## src/rtl/xlt_pkg.sv

```systemverilog
// Shared types for the translation buffer.
// Assumes: only one refill may be outstanding at a time.
package xlt_pkg;

    typedef enum logic {
        ST_IDLE = 1'b0,
        ST_WAIT = 1'b1
    } xlt_state_e;

    typedef enum logic [1:0] {
        LK_HIT  = 2'd0,
        LK_MISS = 2'd1,
        LK_PROT = 2'd2,
        LK_UPGR = 2'd3
    } xlt_outcome_e;

endpackage

```

## src/rtl/xlt_cam.sv

```systemverilog
// Tag comparator bank: compares one key against every tag in parallel.
// Assumes: at most one valid entry carries a given tag, so the lowest
// matching index is the only matching index.
module xlt_cam #(
    parameter int ENTRIES = 8,
    parameter int VPN_W   = 20,
    localparam int IDX_W  = $clog2(ENTRIES)
) (
    input  logic [ENTRIES-1:0]            valid_i,
    input  logic [ENTRIES-1:0][VPN_W-1:0] tag_i,
    input  logic [VPN_W-1:0]              key_i,
    output logic                          hit_o,
    output logic [IDX_W-1:0]              idx_o
);

    logic [ENTRIES-1:0] match;

    // one comparator per entry
    for (genvar g = 0; g < ENTRIES; g++) begin : g_cmp
        assign match[g] = valid_i[g] && (tag_i[g] == key_i);
    end

    // encode the lowest matching entry
    always_comb begin
        hit_o = 1'b0;
        idx_o = '0;
        for (int i = ENTRIES - 1; i >= 0; i--) begin
            if (match[i]) begin
                hit_o = 1'b1;
                idx_o = IDX_W'(i);
            end
        end
    end

endmodule

```

## src/rtl/xlt_victim.sv

```systemverilog
// Victim picker: takes the lowest empty entry, otherwise the lowest entry
// whose reference bit is clear, otherwise entry 0 with a request to clear
// all reference bits.
// Assumes: the inputs are the state before this cycle's updates.
module xlt_victim #(
    parameter int ENTRIES = 8,
    localparam int IDX_W  = $clog2(ENTRIES)
) (
    input  logic [ENTRIES-1:0] valid_i,
    input  logic [ENTRIES-1:0] ref_i,
    output logic [IDX_W-1:0]   idx_o,
    output logic               all_ref_o
);

    logic found;

    // two-pass priority search, empty entries first
    always_comb begin
        idx_o     = '0;
        found     = 1'b0;
        for (int i = 0; i < ENTRIES; i++) begin
            if (!found && !valid_i[i]) begin
                idx_o = IDX_W'(i);
                found = 1'b1;
            end
        end
        for (int i = 0; i < ENTRIES; i++) begin
            if (!found && !ref_i[i]) begin
                idx_o = IDX_W'(i);
                found = 1'b1;
            end
        end
        all_ref_o = !found;
    end

endmodule

```

## src/rtl/xlt_store.sv

```systemverilog
// Entry storage: tag, physical page, permission, dirty, valid and
// reference state for every entry, with one write port and one touch port.
// Assumes: the write and touch ports are never active together, and the
// caller already blocks a write in a flush cycle.
module xlt_store #(
    parameter int ENTRIES = 8,
    parameter int VPN_W   = 20,
    parameter int PPN_W   = 18,
    localparam int IDX_W  = $clog2(ENTRIES)
) (
    input  logic                          clk,
    input  logic                          rst_n,
    input  logic                          flush_i,
    input  logic                          age_clear_i,
    input  logic                          wr_en_i,
    input  logic [IDX_W-1:0]              wr_idx_i,
    input  logic [VPN_W-1:0]              wr_tag_i,
    input  logic [PPN_W-1:0]              wr_ppn_i,
    input  logic                          wr_ro_i,
    input  logic                          wr_dirty_i,
    input  logic                          wr_clr_all_i,
    input  logic                          touch_en_i,
    input  logic [IDX_W-1:0]              touch_idx_i,
    output logic [ENTRIES-1:0]            valid_o,
    output logic [ENTRIES-1:0]            ref_o,
    output logic [ENTRIES-1:0][VPN_W-1:0] tag_o,
    output logic [ENTRIES-1:0][PPN_W-1:0] ppn_o,
    output logic [ENTRIES-1:0]            ro_o,
    output logic [ENTRIES-1:0]            dirty_o
);

    for (genvar g = 0; g < ENTRIES; g++) begin : g_ent
        logic wr_here;
        logic touch_here;

        assign wr_here    = wr_en_i && (wr_idx_i == IDX_W'(g));
        assign touch_here = touch_en_i && (touch_idx_i == IDX_W'(g));

        // valid bit: flush empties, a write fills
        always_ff @(posedge clk) begin
            if (!rst_n)       valid_o[g] <= 1'b0;
            else if (flush_i) valid_o[g] <= 1'b0;
            else if (wr_here) valid_o[g] <= 1'b1;
        end

        // reference bit: a write or a touch sets it ahead of any clear
        always_ff @(posedge clk) begin
            if (!rst_n)                          ref_o[g] <= 1'b0;
            else if (wr_here || touch_here)      ref_o[g] <= 1'b1;
            else if (age_clear_i || wr_clr_all_i) ref_o[g] <= 1'b0;
        end

        // translation payload, loaded on a write
        always_ff @(posedge clk) begin
            if (!rst_n) begin
                tag_o[g]   <= '0;
                ppn_o[g]   <= '0;
                ro_o[g]    <= 1'b0;
                dirty_o[g] <= 1'b0;
            end else if (wr_here) begin
                tag_o[g]   <= wr_tag_i;
                ppn_o[g]   <= wr_ppn_i;
                ro_o[g]    <= wr_ro_i;
                dirty_o[g] <= wr_dirty_i;
            end
        end
    end

endmodule

```

## src/rtl/xlt_buf.sv

```systemverilog
// Fully associative translation buffer top.
// Looks up a page number combinationally and answers one cycle later.
// Sends misses and not-yet-dirty store hits to an external walker, and
// installs the walker's answer into a reference-bit chosen entry.
// Assumes: the walker answers only while walk_req_valid is high, and
// ENTRIES is at least 2.
module xlt_buf
    import xlt_pkg::*;
#(
    parameter int ENTRIES = 8,
    parameter int VPN_W   = 20,
    parameter int PPN_W   = 18,
    localparam int IDX_W  = $clog2(ENTRIES)
) (
    input  logic             clk,
    input  logic             rst_n,
    input  logic             req_valid,
    output logic             req_ready,
    input  logic [VPN_W-1:0] req_vpn,
    input  logic             req_store,
    output logic             rsp_valid,
    output logic             rsp_hit,
    output logic             rsp_fault,
    output logic [PPN_W-1:0] rsp_ppn,
    output logic             walk_req_valid,
    output logic [VPN_W-1:0] walk_req_vpn,
    input  logic             walk_rsp_valid,
    input  logic             walk_rsp_present,
    input  logic [PPN_W-1:0] walk_rsp_ppn,
    input  logic             walk_rsp_ronly,
    input  logic             walk_rsp_dirty,
    input  logic             flush,
    input  logic             age_clear
);

    xlt_state_e                  state_q;
    logic [VPN_W-1:0]            pend_vpn_q;
    logic                        pend_store_q;
    logic                        pend_reuse_q;
    logic [IDX_W-1:0]            pend_idx_q;
    logic                        flushed_q;

    logic [ENTRIES-1:0]            ent_valid;
    logic [ENTRIES-1:0]            ent_ref;
    logic [ENTRIES-1:0][VPN_W-1:0] ent_tag;
    logic [ENTRIES-1:0][PPN_W-1:0] ent_ppn;
    logic [ENTRIES-1:0]            ent_ro;
    logic [ENTRIES-1:0]            ent_dirty;

    logic               look_hit;
    logic [IDX_W-1:0]   look_idx;
    logic [IDX_W-1:0]   vic_idx;
    logic               vic_all_ref;
    xlt_outcome_e       outcome;
    logic               accept;
    logic               go_wait;
    logic               walk_done;
    logic               install;
    logic [IDX_W-1:0]   wr_idx;

    // lookup ignores every entry in a flush cycle
    xlt_cam #(
        .ENTRIES (ENTRIES),
        .VPN_W   (VPN_W)
    ) u_cam (
        .valid_i (ent_valid & {ENTRIES{~flush}}),
        .tag_i   (ent_tag),
        .key_i   (req_vpn),
        .hit_o   (look_hit),
        .idx_o   (look_idx)
    );

    xlt_victim #(
        .ENTRIES (ENTRIES)
    ) u_victim (
        .valid_i   (ent_valid),
        .ref_i     (ent_ref),
        .idx_o     (vic_idx),
        .all_ref_o (vic_all_ref)
    );

    xlt_store #(
        .ENTRIES (ENTRIES),
        .VPN_W   (VPN_W),
        .PPN_W   (PPN_W)
    ) u_store (
        .clk          (clk),
        .rst_n        (rst_n),
        .flush_i      (flush),
        .age_clear_i  (age_clear),
        .wr_en_i      (install),
        .wr_idx_i     (wr_idx),
        .wr_tag_i     (pend_vpn_q),
        .wr_ppn_i     (walk_rsp_ppn),
        .wr_ro_i      (walk_rsp_ronly),
        .wr_dirty_i   (walk_rsp_dirty),
        .wr_clr_all_i (install && !pend_reuse_q && vic_all_ref),
        .touch_en_i   (accept && (outcome == LK_HIT)),
        .touch_idx_i  (look_idx),
        .valid_o      (ent_valid),
        .ref_o        (ent_ref),
        .tag_o        (ent_tag),
        .ppn_o        (ent_ppn),
        .ro_o         (ent_ro),
        .dirty_o      (ent_dirty)
    );

    // classify the lookup against the matching entry's permissions
    always_comb begin
        if (!look_hit)                                    outcome = LK_MISS;
        else if (req_store && ent_ro[look_idx])           outcome = LK_PROT;
        else if (req_store && !ent_dirty[look_idx])       outcome = LK_UPGR;
        else                                              outcome = LK_HIT;
    end

    // handshake and refill control terms
    always_comb begin
        accept    = req_valid && (state_q == ST_IDLE);
        go_wait   = accept && ((outcome == LK_MISS) || (outcome == LK_UPGR));
        walk_done = (state_q == ST_WAIT) && walk_rsp_valid;
        install   = walk_done && walk_rsp_present && !flushed_q && !flush;
        wr_idx    = pend_reuse_q ? pend_idx_q : vic_idx;
    end

    // idle/wait state for the single outstanding refill
    always_ff @(posedge clk) begin
        if (!rst_n)         state_q <= ST_IDLE;
        else if (go_wait)   state_q <= ST_WAIT;
        else if (walk_done) state_q <= ST_IDLE;
    end

    // capture the missing request for the walker and the install
    always_ff @(posedge clk) begin
        if (!rst_n) begin
            pend_vpn_q   <= '0;
            pend_store_q <= 1'b0;
            pend_reuse_q <= 1'b0;
            pend_idx_q   <= '0;
        end else if (go_wait) begin
            pend_vpn_q   <= req_vpn;
            pend_store_q <= req_store;
            pend_reuse_q <= (outcome == LK_UPGR);
            pend_idx_q   <= look_idx;
        end
    end

    // remember a flush seen while the refill is outstanding
    always_ff @(posedge clk) begin
        if (!rst_n)                              flushed_q <= 1'b0;
        else if (go_wait)                        flushed_q <= 1'b0;
        else if ((state_q == ST_WAIT) && flush)  flushed_q <= 1'b1;
    end

    // registered response, from a lookup or from the walker
    always_ff @(posedge clk) begin
        if (!rst_n) begin
            rsp_valid <= 1'b0;
            rsp_hit   <= 1'b0;
            rsp_fault <= 1'b0;
            rsp_ppn   <= '0;
        end else if (accept && ((outcome == LK_HIT) || (outcome == LK_PROT))) begin
            rsp_valid <= 1'b1;
            rsp_hit   <= (outcome == LK_HIT);
            rsp_fault <= (outcome == LK_PROT);
            rsp_ppn   <= ent_ppn[look_idx];
        end else if (walk_done) begin
            rsp_valid <= 1'b1;
            rsp_hit   <= 1'b0;
            rsp_fault <= !walk_rsp_present || (pend_store_q && walk_rsp_ronly);
            rsp_ppn   <= walk_rsp_ppn;
        end else begin
            rsp_valid <= 1'b0;
            rsp_hit   <= 1'b0;
            rsp_fault <= 1'b0;
            rsp_ppn   <= '0;
        end
    end

    assign req_ready      = (state_q == ST_IDLE);
    assign walk_req_valid = (state_q == ST_WAIT);
    assign walk_req_vpn   = pend_vpn_q;

endmodule

```

## config.mk

```make
export PLATFORM = sky130hd
export DESIGN_NAME = xlt_buf
export DESIGN_NICKNAME = d
export VERILOG_FILES = /design/src/rtl/xlt_pkg.sv /design/src/rtl/xlt_cam.sv /design/src/rtl/xlt_victim.sv /design/src/rtl/xlt_store.sv /design/src/rtl/xlt_buf.sv
export SDC_FILE = /design/constraint.sdc
export NUM_CORES = 1
export LEC_CHECK = 0
export CORE_ASPECT_RATIO = 2
export CORE_MARGIN = 1.5
export CORE_UTILIZATION = 45
export DETAILED_ROUTE_END_ITERATION = 10
export HOLD_SLACK_MARGIN = 0.06
export MAX_ROUTING_LAYER = met4
export SETUP_SLACK_MARGIN = 0.1
export SLEW_MARGIN = 10
export SYNTH_ARGS = -nofsm -noshare
export SYNTH_HDL_FRONTEND = slang
export SYNTH_SLANG_ARGS = --single-unit
```

## constraint.sdc

```tcl
create_clock -name clk -period 7.75 [get_ports clk]
set_clock_uncertainty 0.05 [all_clocks]
set_input_delay 1.55 -clock clk [delete_from_list [all_inputs] [get_ports clk]]
set_output_delay 1.55 -clock clk [all_outputs]
set_load 0.005 [all_outputs]
```

==> metrics.md <==
| Metric | Value |
|---|---|
| Row Count | `103` |
| Clock root buffer | `clkbuf_16` |
| First-pass GRT wire length | `112000 um` |
| Sw Pwr | `0.00110 W` |
| Largest net degree at the start of global routing | `136` |
| Relative slew margins | `0.119` |
| Post-CTS Hold Fix Bufs | `0` |
| Cell count after synthesis | `2334` |
| Clock power share | `0.461` |
| Area leader, netlist | `dfxtp_1` |
| Tot GR Track Use | `0.394` |
| Gr ovfl total | `0` |
| Clock transition at path regs | `60 ps` |
| Synthesized Nets | `about 2400` |
| CP bufs+invs | `2` |
| Core footprint | `just under 40000 sq um` |
| Sink Count | `384` |
| Maxcap violations | `0` |
| Setup-failing EPs final | `0` |
| Vias | `17000` |
| Critical Path Fanout Max | `24` |
| Critical Path End Type | `flop` |
| Crit path largest cell delay | `1270 ps` |
| Area grow syn2layout | `13.5%` |
| Skew-Pair Late Insertion Delay | `between 500 and 600 ps` |
| Status | `complete, no violations` |
| Post-synth top flop | `dfxtp_1` |
| CP required | `8140 ps` |
| Critical path cell sequence | `clkdlybuf4s50_1 > xnor2_1 > nand4_1 > nor4_1 > nand2_1 > nand2_1 > a21oi_1 > a2111oi_1 > a21o_1 > nor2_4 > buf_4 > o311ai_0` |
| Layout Nets | `2333` |
| Final-report max-slew violation count | `0` |
| Worst slack, placed | `~1200 ps` |
| Internal power | `0.00327 W` |
| Hold Violations, Final | `0` |
| Cell variety after synth | `67` |
| Leakage power total | `6.33 nW` |
| Total die area | `41100 sq um` |
| Die X | `~140 um` |
| I/O pin total | `91` |
| Worst setup path category | `in -> reg` |
| Sequential fraction of the synthesis area | `0.429` |
| Asr flop ratio synth | `0` |
| DRT iter0 DRCs | `1403` |
| Dpl hpwl | `50000 um` |
| Avg Inst Size Synth | `7.68 sq um` |
| Hold Path Depth | `2` |
| Post-synth EDFFs | `0` |
| Critical Path AT | `7170 ps` |
| Top-area cell type share of the netlist area | `0.429` |
| Layout fillers | `3868` |
| Share of power burned in combinational logic | `0.074` |
| Post-DRT Antenna Nets | `0` |
| Peak Freq | `about 150 MHz` |
| Final cycle utilization of the critical path | `0.875` |
| Yosys reg bits | `384` |
| Most frequent CP cell | `nand2_1` |
| Synth area leaders | `dfxtp_1 (43%), nand2_1 (15%), a21oi_1 (10%), xnor2_1 (4.3%), clkbuf_1 (3.8%)` |
| Synthesis Warnings | `0` |
| Critical path startpoint category | `input pin` |
| H-Tree Depth | `2` |
| TritonCTS clock tree | `done` |
| Worst Tran Pin Value | `between 1000 and 1500 ps` |
| Vias in the first global route | `between 15000 and 20000` |
| DRT Pass-1 Iters | `8` |
| # resized after CTS | `0` |
| Sequential power share | `0.465` |
| Setup_tns | `0 ps` |
| Hold slack | `approximately 390 ps` |
| Post-CTS setup buffer count | `0` |
| Clk buf depth | `3` |
| Layout cells sized above 1 | `0.0623` |
| Pwr per Cell Area | `approximately 210 nW/um^2` |
| Final design utilization | `0.516` |
| Post-Syn Area | `around 18000 sq um` |
| Slack of the critical path | `969 ps` |
| Final WL | `77800 um` |
| RD Place Congestion | `1.01` |
| Initial antenna violation count | `8` |
| Die height | `about 290 um` |
| Vias per Instance | `around 6.0` |
| CP top delay family | `compound AO/OA/AOI/OAI gates` |
| Routed len/inst | `27.3 um` |
| Reg2reg path depth | `11` |
| I/O Buffers | `90` |
| Peak supply drop | `0.302 mV` |
| Worst path depth | `12` |
| Slowest library cell on the worst path | `xnor2_1` |
| Sw frac | `0.251` |
| Post-layout min period | `about 6800 ps` |
| RSZ-0062 raised after global routing | `no` |
| DRC viols | `0` |
| Hold Crit Class | `reg -> reg` |
| Initial core utilization | `0.455` |
| Inserted Clock Buffers | `37` |
-- cells in the mapped netlist, types with 11 or more instances --
| cell type | count |
|---|---|
| and3_1 | 22 |
| nand3_1 | 41 |
| dfxtp_1 | 384 |
| inv_1 | 13 |
| nand4_1 | 41 |
| buf_2 | 13 |
| clkbuf_1 | 183 |
| a22oi_1 | 36 |
| mux2i_1 | 40 |
| o211ai_1 | 20 |
| xnor2_1 | 88 |
| nor3_1 | 12 |
| o21ai_0 | 60 |
| o311ai_1 | 12 |
| buf_4 | 11 |
| nor4_1 | 34 |
| a21oi_1 | 363 |
| nand2_1 | 711 |
| xor2_1 | 70 |
| nor2_1 | 42 |
-- final timing paths --
path                                   startpoint                               to  slack (ps)
setup / recovery                       req_vpn[4]     walk_req_vpn[0]$_SDFFE_PN0P_         970
hold / removal    u_store.dirty_o[5]$_SDFFE_PN0P_  u_store.dirty_o[5]$_SDFFE_PN0P_         390
setup reg to reg    u_store.tag_o[4]$_SDFFE_PN0P_     walk_req_vpn[0]$_SDFFE_PN0P_        2820
hold reg to reg   u_store.dirty_o[5]$_SDFFE_PN0P_  u_store.dirty_o[5]$_SDFFE_PN0P_         390
-- layout by cell type (no fill, tap or decap), types with 5 or more instances in the layout --
cell	synthesis	final
nand2_1	711	710
dfxtp_1	384	384
a21oi_1	363	362
clkdlybuf4s50_1	0	90
xnor2_1	88	88
xor2_1	70	70
o21ai_0	60	60
nand4_1	41	41
nand3_1	41	41
nor2_1	42	40
mux2i_1	40	40
clkbuf_16	0	37
a22oi_1	36	36
nor4_1	34	34
buf_4	11	34
and3_1	22	22
o211ai_1	20	20
inv_1	13	12
o311ai_1	12	12
diode_2	0	10
nor3_1	12	10
clkbuf_8	0	10
o311ai_2	9	9
o21a_1	8	8
and4_1	7	7
nor2b_1	10	6
nand4b_1	6	6
nand2b_1	10	6
or4_1	6	6
bufinv_16	0	6
o32ai_1	5	5
-- per-layer routing --
metal	wire length, um	global-route usage	up-vias
met5	0	-	-
met4	7010	0.290	0
met3	5360	0.0986	280
met2	38800	0.642	715
met1	26600	0.404	8235
li1	-	-	7797
-- power by group through the flow --
| stage | Sequential [W] | Clock (W) | Combinational [W] |
|---|---|---|---|
| floorplan | 0.00204 | 0 | 0.000181 |
| global placement | 0.00207 | 0 | 0.000303 |
| detailed placement | 0.00207 | 0 | 0.000304 |
| CTS | 0.00203 | 0.00203 | 0.000305 |
| global route | 0.00203 | 0.00210 | 0.000335 |
| finish | 0.00203 | 0.00201 | 0.000324 |
-- final cells by class --
type	count	area (sq um)	share of cell area
inverters	13	56.3	0.00277
clock buffers	51	1080	0.0530
repair buffers	125	1180	0.0578
multi-input cells	1724	9410	0.463
flip-flops and latches	384	7690	0.378
well taps	525	657	0.0323
diodes	10	25.0	0.00123
clock inverters	14	251	0.0124
-- tightest hold or removal path: cells and delay by family (launching register included) --
kind | cells | cell delay (ps)
and+or+nand+nor | 1 | 50
DFF | 1 | 300
AOI/OAI and AO/OA | 1 | 50
-- logic make-up after synthesis --
| kind of cell | count (synthesis) | share of synthesized area |
|---|---|---|
| AOI/OAI and AO/OA | 547 | 0.179 |
| buffers and inverters | 226 | 0.0518 |
| DFF | 384 | 0.429 |
| muxes | 40 | 0.0223 |
| and+or+nand+nor | 976 | 0.238 |
| xor gates and xnor gates | 161 | 0.0799 |
-- state kept, by name, summed over array words and instances, names as in the netlist, 3 cells and up --
signal and count:
pend_idx_q 3, rsp_ppn 18, u_store.dirty_o 8, u_store.ppn_o 144, u_store.ref_o 8, u_store.ro_o 8
u_store.tag_o 160, u_store.valid_o 8, walk_req_vpn 20
-- stage by stage --
| step | area (sq um) | total power (W) | std cells |
|---|---|---|---|
| 3_5_place_dp | 19000 | 0.00238 | 2771 |
| 6_report | 20300 | 0.00437 | 2846 |
| 3_3_place_gp | 19000 | 0.00238 | 2771 |
| 4_1_cts | 20300 | 0.00436 | 2836 |
| 2_1_floorplan | 17900 | 0.00222 | 2334 |
| 5_1_grt | 20300 | 0.00447 | 2845 |
Note: power is estimated with default switching activity, not from simulation.
